[config.mk]
export PLATFORM = sky130hd
export DESIGN_NAME = clk_alarm_irq
export DESIGN_NICKNAME = d
export VERILOG_FILES = /design/src/rtl/clk_alarm_pkg.sv /design/src/rtl/clk_alarm_cmp.sv /design/src/rtl/clk_alarm_rate.sv /design/src/rtl/clk_alarm_flags.sv /design/src/rtl/clk_alarm_irq.sv
export SDC_FILE = /design/constraint.sdc
export NUM_CORES = 1
export LEC_CHECK = 0
export BUFFER_PORTS_ARGS = -buffer_cell sky130_fd_sc_hd__buf_2
export CORE_MARGIN = 3
export CORE_UTILIZATION = 43
export CTS_CLUSTER_DIAMETER = 120
export DETAILED_ROUTE_END_ITERATION = 6
export PLACE_DENSITY = 0.63
export SLEW_MARGIN = 15
export SYNTH_ARGS = -nofsm -noshare
export SYNTH_HDL_FRONTEND = slang
export SYNTH_SLANG_ARGS = --single-unit
[constraint.sdc]
create_clock -name clk -period 2.6 [get_ports clk]
set_input_delay 0 -clock clk [delete_from_list [all_inputs] [get_ports clk]]
set_output_delay 0 -clock clk [all_outputs]
set_load 0.03 [all_outputs]
[src/rtl/clk_alarm_pkg.sv]
package clk_alarm_pkg;
   localparam int unsigned FLD_W  = 7;
   localparam int unsigned N_FLD  = 5;
   localparam int unsigned REG_W  = 8;
   localparam int unsigned ADDR_W = 3;
   localparam int unsigned RATE_W = 4;
   localparam int unsigned DIV_W  = 15;
   localparam int unsigned N_FLAG = 3;

   localparam logic [ADDR_W-1:0] A_CTRL = 3'd5;
   localparam logic [ADDR_W-1:0] A_STAT = 3'd6;

   localparam int unsigned FL_UPD = 0;
   localparam int unsigned FL_ALM = 1;
   localparam int unsigned FL_PER = 2;

   typedef logic [N_FLAG-1:0] flag_vec_t;
endpackage

[src/rtl/clk_alarm_cmp.sv]
module clk_alarm_cmp #(
   parameter int unsigned N_FLD = 5,
   parameter int unsigned FLD_W = 7
) (
   input  logic [N_FLD-1:0]            en_i,
   input  logic [N_FLD-1:0][FLD_W-1:0] alm_i,
   input  logic [N_FLD-1:0][FLD_W-1:0] cur_i,
   output logic                        hit_o
);
   logic [N_FLD-1:0] fld_ok;

   initial begin
      assert (N_FLD >= 1 && FLD_W >= 1)
         else $error("clk_alarm_cmp: empty field set");
   end

   for (genvar i = 0; i < N_FLD; i++) begin : g_fld
      // a disabled field is a don't-care
      assign fld_ok[i] = !en_i[i] || (alm_i[i] == cur_i[i]);
   end

   assign hit_o = &fld_ok;
endmodule

[src/rtl/clk_alarm_rate.sv]
module clk_alarm_rate #(
   parameter int unsigned DIV_W  = 15,
   parameter int unsigned RATE_W = 4
) (
   input  logic              clk,
   input  logic              rst_n,
   input  logic              tick_i,
   input  logic [RATE_W-1:0] code_i,
   output logic              rise_o
);
   localparam int unsigned N_TAP = DIV_W + 1;

   logic [DIV_W-1:0] cnt_q;
   logic [N_TAP-1:0] taps;
   logic             tap;
   logic             tap_q;

   initial begin
      assert (DIV_W == (1 << RATE_W) - 1)
         else $error("clk_alarm_rate: DIV_W must equal 2**RATE_W-1");
   end

   // code 0 selects the constant zero in position 0
   assign taps = {cnt_q, 1'b0};
   assign tap  = taps[code_i];

   always_ff @(posedge clk or negedge rst_n) begin
      if (!rst_n) begin
         cnt_q <= '0;
         tap_q <= 1'b0;
      end else begin
         if (tick_i) cnt_q <= cnt_q + 1'b1;
         tap_q <= tap;
      end
   end

   assign rise_o = tap & ~tap_q;

   assert_rate_only_on_tick_R6: assert property (@(posedge clk) disable iff (!rst_n)
      (rise_o && $stable(code_i)) |-> $past(tick_i));
endmodule

[src/rtl/clk_alarm_flags.sv]
module clk_alarm_flags #(
   parameter int unsigned N_FLAG = 3
) (
   input  logic              clk,
   input  logic              rst_n,
   input  logic [N_FLAG-1:0] set_i,
   input  logic              clr_i,
   output logic [N_FLAG-1:0] flags_o
);
   logic [N_FLAG-1:0] flags_q;

   for (genvar i = 0; i < N_FLAG; i++) begin : g_flag
      always_ff @(posedge clk or negedge rst_n) begin
         if (!rst_n)        flags_q[i] <= 1'b0;
         else if (set_i[i]) flags_q[i] <= 1'b1;   // set wins over clear
         else if (clr_i)    flags_q[i] <= 1'b0;
      end
   end

   assign flags_o = flags_q;

   assert_set_kept_R9: assert property (@(posedge clk) disable iff (!rst_n)
      (|set_i) |=> ((flags_o & $past(set_i)) == $past(set_i)));

   assert_read_clears_R8: assert property (@(posedge clk) disable iff (!rst_n)
      (clr_i && set_i == '0) |=> (flags_o == '0));
endmodule

[src/rtl/clk_alarm_irq.sv]
module clk_alarm_irq
   import clk_alarm_pkg::*;
#(
   parameter int unsigned P_FLD_W  = FLD_W,
   parameter int unsigned P_N_FLD  = N_FLD,
   parameter int unsigned P_RATE_W = RATE_W,
   parameter int unsigned P_DIV_W  = DIV_W
) (
   input  logic               clk,
   input  logic               rst_n,
   input  logic               tick_32k,
   input  logic               upd_pulse,
   input  logic [P_FLD_W-1:0] cur_sec,
   input  logic [P_FLD_W-1:0] cur_min,
   input  logic [P_FLD_W-1:0] cur_hour,
   input  logic [P_FLD_W-1:0] cur_date,
   input  logic [P_FLD_W-1:0] cur_month,
   input  logic [ADDR_W-1:0]  reg_addr,
   input  logic               reg_wr,
   input  logic               reg_rd,
   input  logic [REG_W-1:0]   reg_wdata,
   output logic [REG_W-1:0]   reg_rdata,
   output logic               irq_n
);
   localparam int unsigned LOW_W = REG_W - 1 - N_FLAG;

   logic [P_N_FLD-1:0][REG_W-1:0]   alm_q;
   logic [P_N_FLD-1:0]              alm_en;
   logic [P_N_FLD-1:0][P_FLD_W-1:0] alm_val;
   logic [P_N_FLD-1:0][P_FLD_W-1:0] cur_all;
   flag_vec_t                       en_q;
   logic [P_RATE_W-1:0]             rate_q;
   flag_vec_t                       flags;
   flag_vec_t                       set_v;
   logic                            hit;
   logic                            per_rise;
   logic                            stat_rd;

   initial begin
      assert (REG_W == P_FLD_W + 1)
         else $error("clk_alarm_irq: field plus enable must fill a register");
      assert (P_N_FLD == 5)
         else $error("clk_alarm_irq: five time fields expected at the ports");
      assert (LOW_W == P_RATE_W)
         else $error("clk_alarm_irq: rate code must fill control bits below enables");
   end

   assign cur_all = {cur_month, cur_date, cur_hour, cur_min, cur_sec};

   for (genvar i = 0; i < P_N_FLD; i++) begin : g_alm
      assign alm_en[i]  = alm_q[i][REG_W-1];
      assign alm_val[i] = alm_q[i][P_FLD_W-1:0];

      always_ff @(posedge clk or negedge rst_n) begin
         if (!rst_n)
            alm_q[i] <= '0;
         else if (reg_wr && reg_addr == ADDR_W'(i))
            alm_q[i] <= reg_wdata;
      end
   end

   always_ff @(posedge clk or negedge rst_n) begin
      if (!rst_n) begin
         en_q   <= '0;
         rate_q <= '0;
      end else if (reg_wr && reg_addr == A_CTRL) begin
         en_q   <= reg_wdata[REG_W-2 -: N_FLAG];
         rate_q <= reg_wdata[P_RATE_W-1:0];
      end
   end

   clk_alarm_cmp #(.N_FLD(P_N_FLD), .FLD_W(P_FLD_W)) u_cmp (
      .en_i  (alm_en),
      .alm_i (alm_val),
      .cur_i (cur_all),
      .hit_o (hit)
   );

   clk_alarm_rate #(.DIV_W(P_DIV_W), .RATE_W(P_RATE_W)) u_rate (
      .clk    (clk),
      .rst_n  (rst_n),
      .tick_i (tick_32k),
      .code_i (rate_q),
      .rise_o (per_rise)
   );

   always_comb begin
      set_v         = '0;
      set_v[FL_UPD] = upd_pulse;
      set_v[FL_ALM] = upd_pulse & hit;
      set_v[FL_PER] = per_rise;
   end

   assign stat_rd = reg_rd && (reg_addr == A_STAT);

   clk_alarm_flags #(.N_FLAG(N_FLAG)) u_flags (
      .clk     (clk),
      .rst_n   (rst_n),
      .set_i   (set_v),
      .clr_i   (stat_rd),
      .flags_o (flags)
   );

   assign irq_n = ~|(flags & en_q);

   always_comb begin
      reg_rdata = '0;
      for (int i = 0; i < P_N_FLD; i++) begin
         if (reg_addr == ADDR_W'(i)) reg_rdata = alm_q[i];
      end
      if (reg_addr == A_CTRL) reg_rdata = {1'b0, en_q, rate_q};
      if (reg_addr == A_STAT) reg_rdata = {irq_n, flags, {LOW_W{1'b0}}};
   end

   assert_alarm_on_update_R4: assert property (@(posedge clk) disable iff (!rst_n)
      !upd_pulse |=> !$rose(flags[FL_ALM]));

   assert_update_flag_R5: assert property (@(posedge clk) disable iff (!rst_n)
      upd_pulse |=> flags[FL_UPD]);

   assert_status_write_ignored_R11: assert property (@(posedge clk) disable iff (!rst_n)
      (reg_wr && reg_addr == A_STAT && set_v == '0 && !stat_rd) |=> (flags == $past(flags)));
endmodule

## Word level (Yosys, flattened, before mapping)

Index checks and enable logic that the tools add are counted.

| word-level totals | value |
|---|---|
| register bits | 66 |
| bits in latches | 0 |
| RAM bits | 0 |
| memory bits (read-only) | 0 |
| memories | 0 |

| operators by class | value |
|---|---|
| add/sub/neg operators | 1 |
| multipliers | 0 |
| divide/modulo/power cells | 0 |
| magnitude comparators | 1 |
| eq/ne operators | 11 |
| shifts and indexed selects | 0 |
| multiplexer cells | 13 |
| bitwise gates (word level) | 4 |
| reductions and logical operators | 24 |

Operator list:

| operator | number |
|---|---|
| $mux 8 | 7 |
| $eq 7x7->1 | 5 |
| $add 15x1->15 const B | 1 |
| $eq 3x3->1 const B | 3 |
| $logic_and 1x1->1 | 7 |
| $eq 3x2->1 const B | 2 |
| $logic_not 1->1 | 6 |
| $reduce_bool 2->1 | 3 |
| $logic_or 1x1->1 | 5 |
| $lt 4x5->1 const B | 1 |
| $mux 1 | 5 |
| $reduce_and 5->1 | 1 |
| $bmux 1 s4 | 1 |
| $and 3x3->3 | 1 |
| $eq 3x1->1 const B | 1 |
| $logic_not 3->1 | 1 |
| $reduce_or 3->1 | 1 |
| $and 1x1->1 | 2 |
| $not 1->1 | 1 |

## Depth between registers and ports, before layout

Gate-level depths: netlist of the first run.

| logic depth | value |
|---|---|
| depth after elaboration | 8 |
| mapped depth | 7 |
| depth with buffers taken out | 5 |

## Hierarchy

From an unflattened synthesis of the first run, not the netlist that was laid out.

| second synthesis, totals | value |
|---|---|
| cells, all modules | 292 |
| area, all modules | 3568.4 µm² |

By module, submodules not included:

| module | times used | cells an instance | area an instance (µm²) | seq. area each (µm²) |
|---|---|---|---|---|
| clk_alarm_irq | 1 | 169 | 2264.7 | 1176.1 |
| clk_alarm_rate | 1 | 69 | 804.5 | 400.4 |
| clk_alarm_cmp | 1 | 47 | 397.9 | 0.0 |
| clk_alarm_flags | 1 | 7 | 101.3 | 75.1 |

## Worst setup path before layout of the first run

Ideal clock, no wire load.

| timing | value |
|---|---|
| kind | reg2out |
| from | register u_flags.flags_q[2], in the netlist u_flags.flags_o[2] |
| to | output reg_rdata[7] |
| data arrival time | 1916 ps |
| path slack | 684 ps |
| cell stages (with the launch flop) | 4 |
| buffers on the path | 0 |
| cells stage by stage | dfrtp_1 > a222oi_1 > mux2_2 > a22o_1 |

| on the way | value |
|---|---|
| cells in the longest elaborated chain, start to end | 4 |

Ends and longest elaborated chain:

| what | RTL line | source |
|---|---|---|
| start, declared | clk_alarm_flags.sv:10 | `logic [N_FLAG-1:0] flags_q;` |
| start signal, assigned by index | clk_alarm_flags.sv:14 | `if (!rst_n) flags_q[i] <= 1'b0;` |
| start signal, assigned by index | clk_alarm_flags.sv:15 | `else if (set_i[i]) flags_q[i] <= 1'b1;` |
| start signal, assigned by index | clk_alarm_flags.sv:16 | `else if (clr_i) flags_q[i] <= 1'b0;` |
| $and 3x3->3 | clk_alarm_irq.sv:104 | `assign irq_n = ~\|(flags & en_q);` |
| $reduce_or 3->1 | clk_alarm_irq.sv:104 |  |
| $logic_not 1->1 | clk_alarm_irq.sv:104 |  |
| named net irq_n | clk_alarm_irq.sv:23 | `output logic irq_n` |
| $mux 8 | clk_alarm_irq.sv:112 | `if (reg_addr == A_STAT) reg_rdata = {irq_n, flags, {LOW_W{1'b0}}};` |
| end, declared | clk_alarm_irq.sv:22 | `output logic [REG_W-1:0] reg_rdata,` |

The timed path passes the listed nets, and every way through them passes these cells.

## Final worst setup path of the first run

| timing | value |
|---|---|
| from | register u_flags.flags_q[2], in the netlist u_flags.flags_o[2] |
| to | output reg_rdata[7] |

| on the way | value |
|---|---|
| cells in the longest elaborated chain, start to end | 4 |

Ends and longest elaborated chain:

| what | RTL line |
|---|---|
| $and 3x3->3 | clk_alarm_irq.sv:104 |
| $reduce_or 3->1 | clk_alarm_irq.sv:104 |
| $logic_not 1->1 | clk_alarm_irq.sv:104 |
| $mux 8 | clk_alarm_irq.sv:112 |

No other way between the ends.

==> results of run 1 <==
synth_stat cells, types with 2 or more instances:
master and instances:
xor2_1 17, dfrtp_1 66, nand2_1 18, nor2_4 3, buf_2 5, a21oi_1 7, a222oi_1 5, mux2i_1 9
o41ai_1 5, buf_6 2, a22o_1 3, and4_1 2, a22oi_1 2, nand2b_1 2, nand4_1 9, o21ai_0 12
nand3_1 4, and3_1 3, nor2_1 5, xnor2_1 32, mux2_2 52, nor2b_1 2, mux4_2 4, a21o_1 5
worst reg2reg max path, cell delays in order (launching register included):
cell     delay (ps)
dfrtp_1         400
xnor2_1         360
nand4_1         140
o41ai_1         360
nand4_1         130
o21ai_0         180
area by class of cell:
class	instances	area, um^2	share of cell area [%]
well taps	102	128	2.98
clock buffers	11	141	3.31
repair buffers	69	400	9.36
clock inverters	5	77.6	1.81
multi-input cells	215	1870	43.7
inverters	2	10.0	0.234
flip-flops and latches	66	1650	38.6
state kept, by name, summed over array words and instances (netlist names):
name / flops
alm_q: 35
alm_en: 5
u_flags.flags_o: 3
u_rate.tap_q: 1
en_q: 3
u_rate.cnt_q: 15
rate_q: 4
placed cells by master (no fill, tap or decap), types with 7 or more instances in the layout:
cell type,n
dlygate4sd3_1,8
xnor2_1,32
xor2_1,17
nand4_1,9
dfrtp_1,66
o21ai_0,12
mux2_2,52
clkbuf_8,10
buf_2,60
a21oi_1,7
mux2i_1,9
nand2_1,18
path summary, 6_finish.rpt:
kind / startpoint / endpoint
max in group asynchronous: rst_n / alm_q[13]
max: u_flags.flags_o[2] / reg_rdata[7]
max reg2reg: alm_q[34] / u_flags.flags_o[1]
min in group asynchronous: rst_n / alm_q[36]
min: reg_wdata[2] / alm_q[26]
min reg2reg: u_rate.tap_q / u_flags.flags_o[2]
routing by layer:
layer / routed length, um / up-vias / global-route usage, % / share of wire, %
met5: 0 / - / 0 / 0
met4: 57 / 0 / 5.64 / 0.65
met3: 733 / 5 / 5.31 / 8.4
met2: 3970 / 84 / 28.3 / 46
met1: 3940 / 1262 / 27.2 / 45
li1: - / 1217 / - / -
repair_timing:
item / 4_1_cts / 5_1_grt
endpoints found under the setup margin: 0 / 0
hold endpoints to repair: 56 / 0
hold buffers: 8 / 0
power by group:
| group | leakage (nW) | internal, mW | switching [mW] | total (mW) |
|---|---|---|---|---|
| sequential | 0.805 | 1.26 | 0.265 | 1.52 |
| combinational | 0.968 | 0.442 | 0.373 | 0.815 |
| clock | 0.109 | 0.563 | 0.394 | 0.957 |
kinds of logic after synthesis:
family | Yosys count | share of synthesized area [%]
fa+ha+maj | 1 | 0.348
simple gates | 55 | 9.37
mux | 66 | 21.7
compound gates | 44 | 8.64
flops | 66 | 46.0
xor+xnor | 49 | 11.9
buf+inv | 12 | 2.02
through the flow:
step	cells	power [mW]	setup WS, ps	util [%]	cell area, um^2
after detailed placement	446	2.35	951	50.2	3980
after CTS	470	3.32	822	54.0	4280
final	470	3.30	839	54.0	4280
after global routing	470	3.48	755	54.0	4280
after global placement	446	2.33	962	50.2	3980
after floorplan	293	2.07	684	-	3590
==> results.cfg, run 1 <==
[setup_path]
end_kind = output pin
path_class = reg2out
worstSetupStartpointType = flip-flop
worst_ep_required_time_ps = 2600
cp_num_buf_inv = 1
worstRegToRegCells = 5
regToRegSetupSlack_ps = 950
cp_slowest_cell = a222oi_1
arrival_ps = 1760
crit_family = compound AO/OA/AOI/OAI gates
path_cells = a222oi_1 > mux2_2 > a22o_1 > buf_2
cpPeakStageDelay_ps = 460
worst-path-max-fanout = 3
cp_num_cells = 4

[logic_synthesis]
ys_types = 43
synth-seq-cells = 66
yosysSeqAreaShare_pct = 46.0
syn_inst = 293
dominantRegCellSynth = dfrtp_1
yosysWarningCount = 0
yosys.area.top_type = dfrtp_1
synth_top_area_share_pct = 46.0
synth_edf_count = 0
syn_nets = 346
synth_area_leaders = dfrtp_1, mux2_2, xnor2_1
synth_async_sr_flop_share_pct = 100
synth_area_um2 = 3590
syn_avg_cell_area_um2 = 12.3

[routing]
drt-total-wl_um = 8700
ant_nets = 0
drt_iter0_drc = 114
drtPass1Iterations = 4
vias = 2568
routedWlPerCell_um = 18.5
viasPerCell = 5.46
drcViolationCount = 0

[pwr]
peakVddDrop_mv = 0.385
power_density_nw_per_um2 = 771
leakagePower_nw = 1.88

[min_path]
hold_depth = 2
min_path_type = in2reg

[floorplan]
rows = 32
die-area_um2 = 9490
die_h_um = 97.4
core_area_um2 = 7930
pin_count = 61
start_util_pct = 45.3
fp.dieW_um = 97.4

[timing]
rsz0062_at_grt = no
holdWs_ps = 11.6
post-route-period-util_pct = 67.7
finalSetupViolations = 0
maxSlewHeadroom_pct = 50.5
min_period_ps = 1760
clock_skew_ps = 10.3
hold_violations = 0
fmax_ghz = 0.568
fin_setup_tns_ps = 0
tightestPinTransition_ps = 743
slew_violations = 0

[clock_network]
post_cts_buffers = 0
cts_resized = 0
clockBufferDepth = 2
insertion_delay_ps = 350
cts_tree = built
cts_buffers = 9
cts_sinks = 66
clkTransAtPathRegs_ps = 70
cts_root_buf = clkbuf_8
h-tree-depth = 3

[final_layout]
drive_gt1_share_pct = 39.1
antenna_cells = 0
area_delta_synth_final_pct = 19.0
fillers = 694
fin_nets = 416

[global_route]
grt_max_degree = 37
grt_pass1_wl_um = 14100
grt.overflow.total = 0
grtUsageTotal_pct = 19.1
first_global_vias = 2682
antenna_found_initial = 0

[place]
gp_congestion = 0.906
io_buffers = 60
dp_hpwl_um = 6530

[run_status]
outcome = finished, final reports clean

[run]
cap_violations = 0
(Power assumes the default switching activity.)
==> run 2: changes to the inputs <==
clock period = 1.7 ns   (was 2.6 ns; I/O delays follow)
==> run 2 against run 1 <==
Via count is 1.4% higher. Routed wire length is 2.0% higher. Total power grew 58%. Sequential share of layout area is 1.5 points lower. Cell area grew 4.0%. Critical path depth is the same. Final cell count up 3.2%. Clock power is 58% higher. Global-route usage up 0.45 points. Die area unchanged. Critical endpoint unchanged.
==> results.cfg, run 2 (synthesized netlist as in run 1, its figures left out) <==
[routing]
drcViolationCount = 0
drt-total-wl_um = 8880
routedWlPerCell_um = 18.3
drtPass1Iterations = 6
drt_iter0_drc = 144
viasPerCell = 5.37
ant_nets = 0
vias = 2603

[final_layout]
finalNonFillerCells = 485
fin_nets = 431
regMostFlops = alm_q
fillers = 687
largest_reg_flops = 35
antenna_cells = 0
design_area_um2 = 4450
drive_gt1_share_pct = 42.3
final_util_pct = 56.1
area_delta_synth_final_pct = 23.8
final_common_cell = dfrtp_1
final_cell_mix = dfrtp_1, buf_2, mux2_2

[floorplan]
start_util_pct = 45.3
fp.dieW_um = 97.4
die_h_um = 97.4
die-area_um2 = 9490
pin_count = 61
rows = 32
core_area_um2 = 7930

[timing]
clock_skew_ps = 8.48
slew_violations = 0
post-route-period-util_pct = 99.4
hold_violations = 0
fin_setup_tns_ps = 0
tightestPinTransition_ps = 506
finalSetupViolations = 0
rsz0062_at_grt = yes
maxSlewHeadroom_pct = 66.2
min_period_ps = 1690
holdWs_ps = 6.31
fmax_ghz = 0.592

[pwr]
combPwrFrac_pct = 26.9
leakagePower_nw = 1.97
seqPwrFrac_pct = 44.1
power_density_nw_per_um2 = 1170
clkPwrFrac_pct = 28.9
peakVddDrop_mv = 0.506
power_switching_mw = 1.67
switching_share_pct = 32.0
power.internal_mw = 3.54

[clock_network]
clockBufferDepth = 2
cts_root_buf = clkbuf_8
clkTransAtPathRegs_ps = 70
cts_tree = built
insertion_delay_ps = 360
h-tree-depth = 3
cts_buffers = 9
cts_sinks = 66

[setup_path]
arrival_ps = 1690
worst-path-max-fanout = 2
worstSetupStartpointType = flip-flop
worst_ep_required_time_ps = 1700
critPathLaunch = u_flags.flags_o[2]
end_kind = output pin
path_class = reg2out
r2r_start = alm_q[2]

[global_route]
antenna_found_initial = 0
grtUsageTotal_pct = 19.5
grt_pass1_wl_um = 14600
first_global_vias = 2773
grt_max_degree = 67
grt.overflow.total = 0

[place]
dp_hpwl_um = 6630
placed_area_um2 = 4050
io_buffers = 60
dp.cells = 454
gp_congestion = 0.977

[min_path]
min_path_type = in2reg
min_from = reg_wdata[5]

[run_status]
outcome = finished, final reports clean

[run]
cap_violations = 0
## run 2: per-stage QoR
stage	setup slack [ps]	total power [mW]
2_1_floorplan	-97.3	3.17
3_3_place_gp	159	3.61
3_5_place_dp	106	3.63
4_1_cts	13.6	5.20
5_1_grt	-71.5	5.52
6_report	9.89	5.21
## run 2: final timing paths
path                                       to  slack (ps)  cells after the start
max                              reg_rdata[7]          10                      4
min in group asynchronous           alm_q[28]         200                      3
min                                   en_q[1]           6                      2
max in group asynchronous           alm_en[2]        1220                      3
max reg2reg                u_flags.flags_o[1]          80                      7
min reg2reg                u_flags.flags_o[2]         420                      1
## run 2: layer usage
metal  global-route usage [%]  routed length, um  vias up
met4                     4.15                 87        0
li1                         -                  -     1237
met3                     6.03                487        9
met5                        0                  0        -
met2                     29.2               3970       64
met1                     28.0               4330     1293
## run 2: what timing repair did
item | 4_1_cts | 5_1_grt
setup buffers | 3 | 2
resized for setup | 2 | 10
hold buffers | 10 | 0
endpoints found under the hold margin | 111 | 0
setup endpoints to repair | 1 | 4
pin swaps | 1 | 2
## run 2: final cells by class
cell class	count	area, um^2	area share, %
flip-flops and latches	66	1650	37.1
inverters	2	10.0	0.225
well taps	102	128	2.87
clock buffers	9	124	2.78
multi-input cells	215	1900	42.8
repair buffers	84	532	12.0
clock inverters	7	101	2.28
## run 2: power groups by stage
stage               Combinational [mW]  Clock, mW  Sequential, mW
floorplan                        0.963          0            2.21
global placement                  1.28          0            2.32
detailed placement                1.30          0            2.33
CTS                               1.37       1.54            2.30
global route                      1.54       1.61            2.36
finish                            1.40       1.51            2.30
## run 2: worst max-delay path: stages (launching register included)
cell and delay, ps:
dfrtp_1 410, a222oi_1 460, mux2_4 230, a22o_4 110, buf_6 120
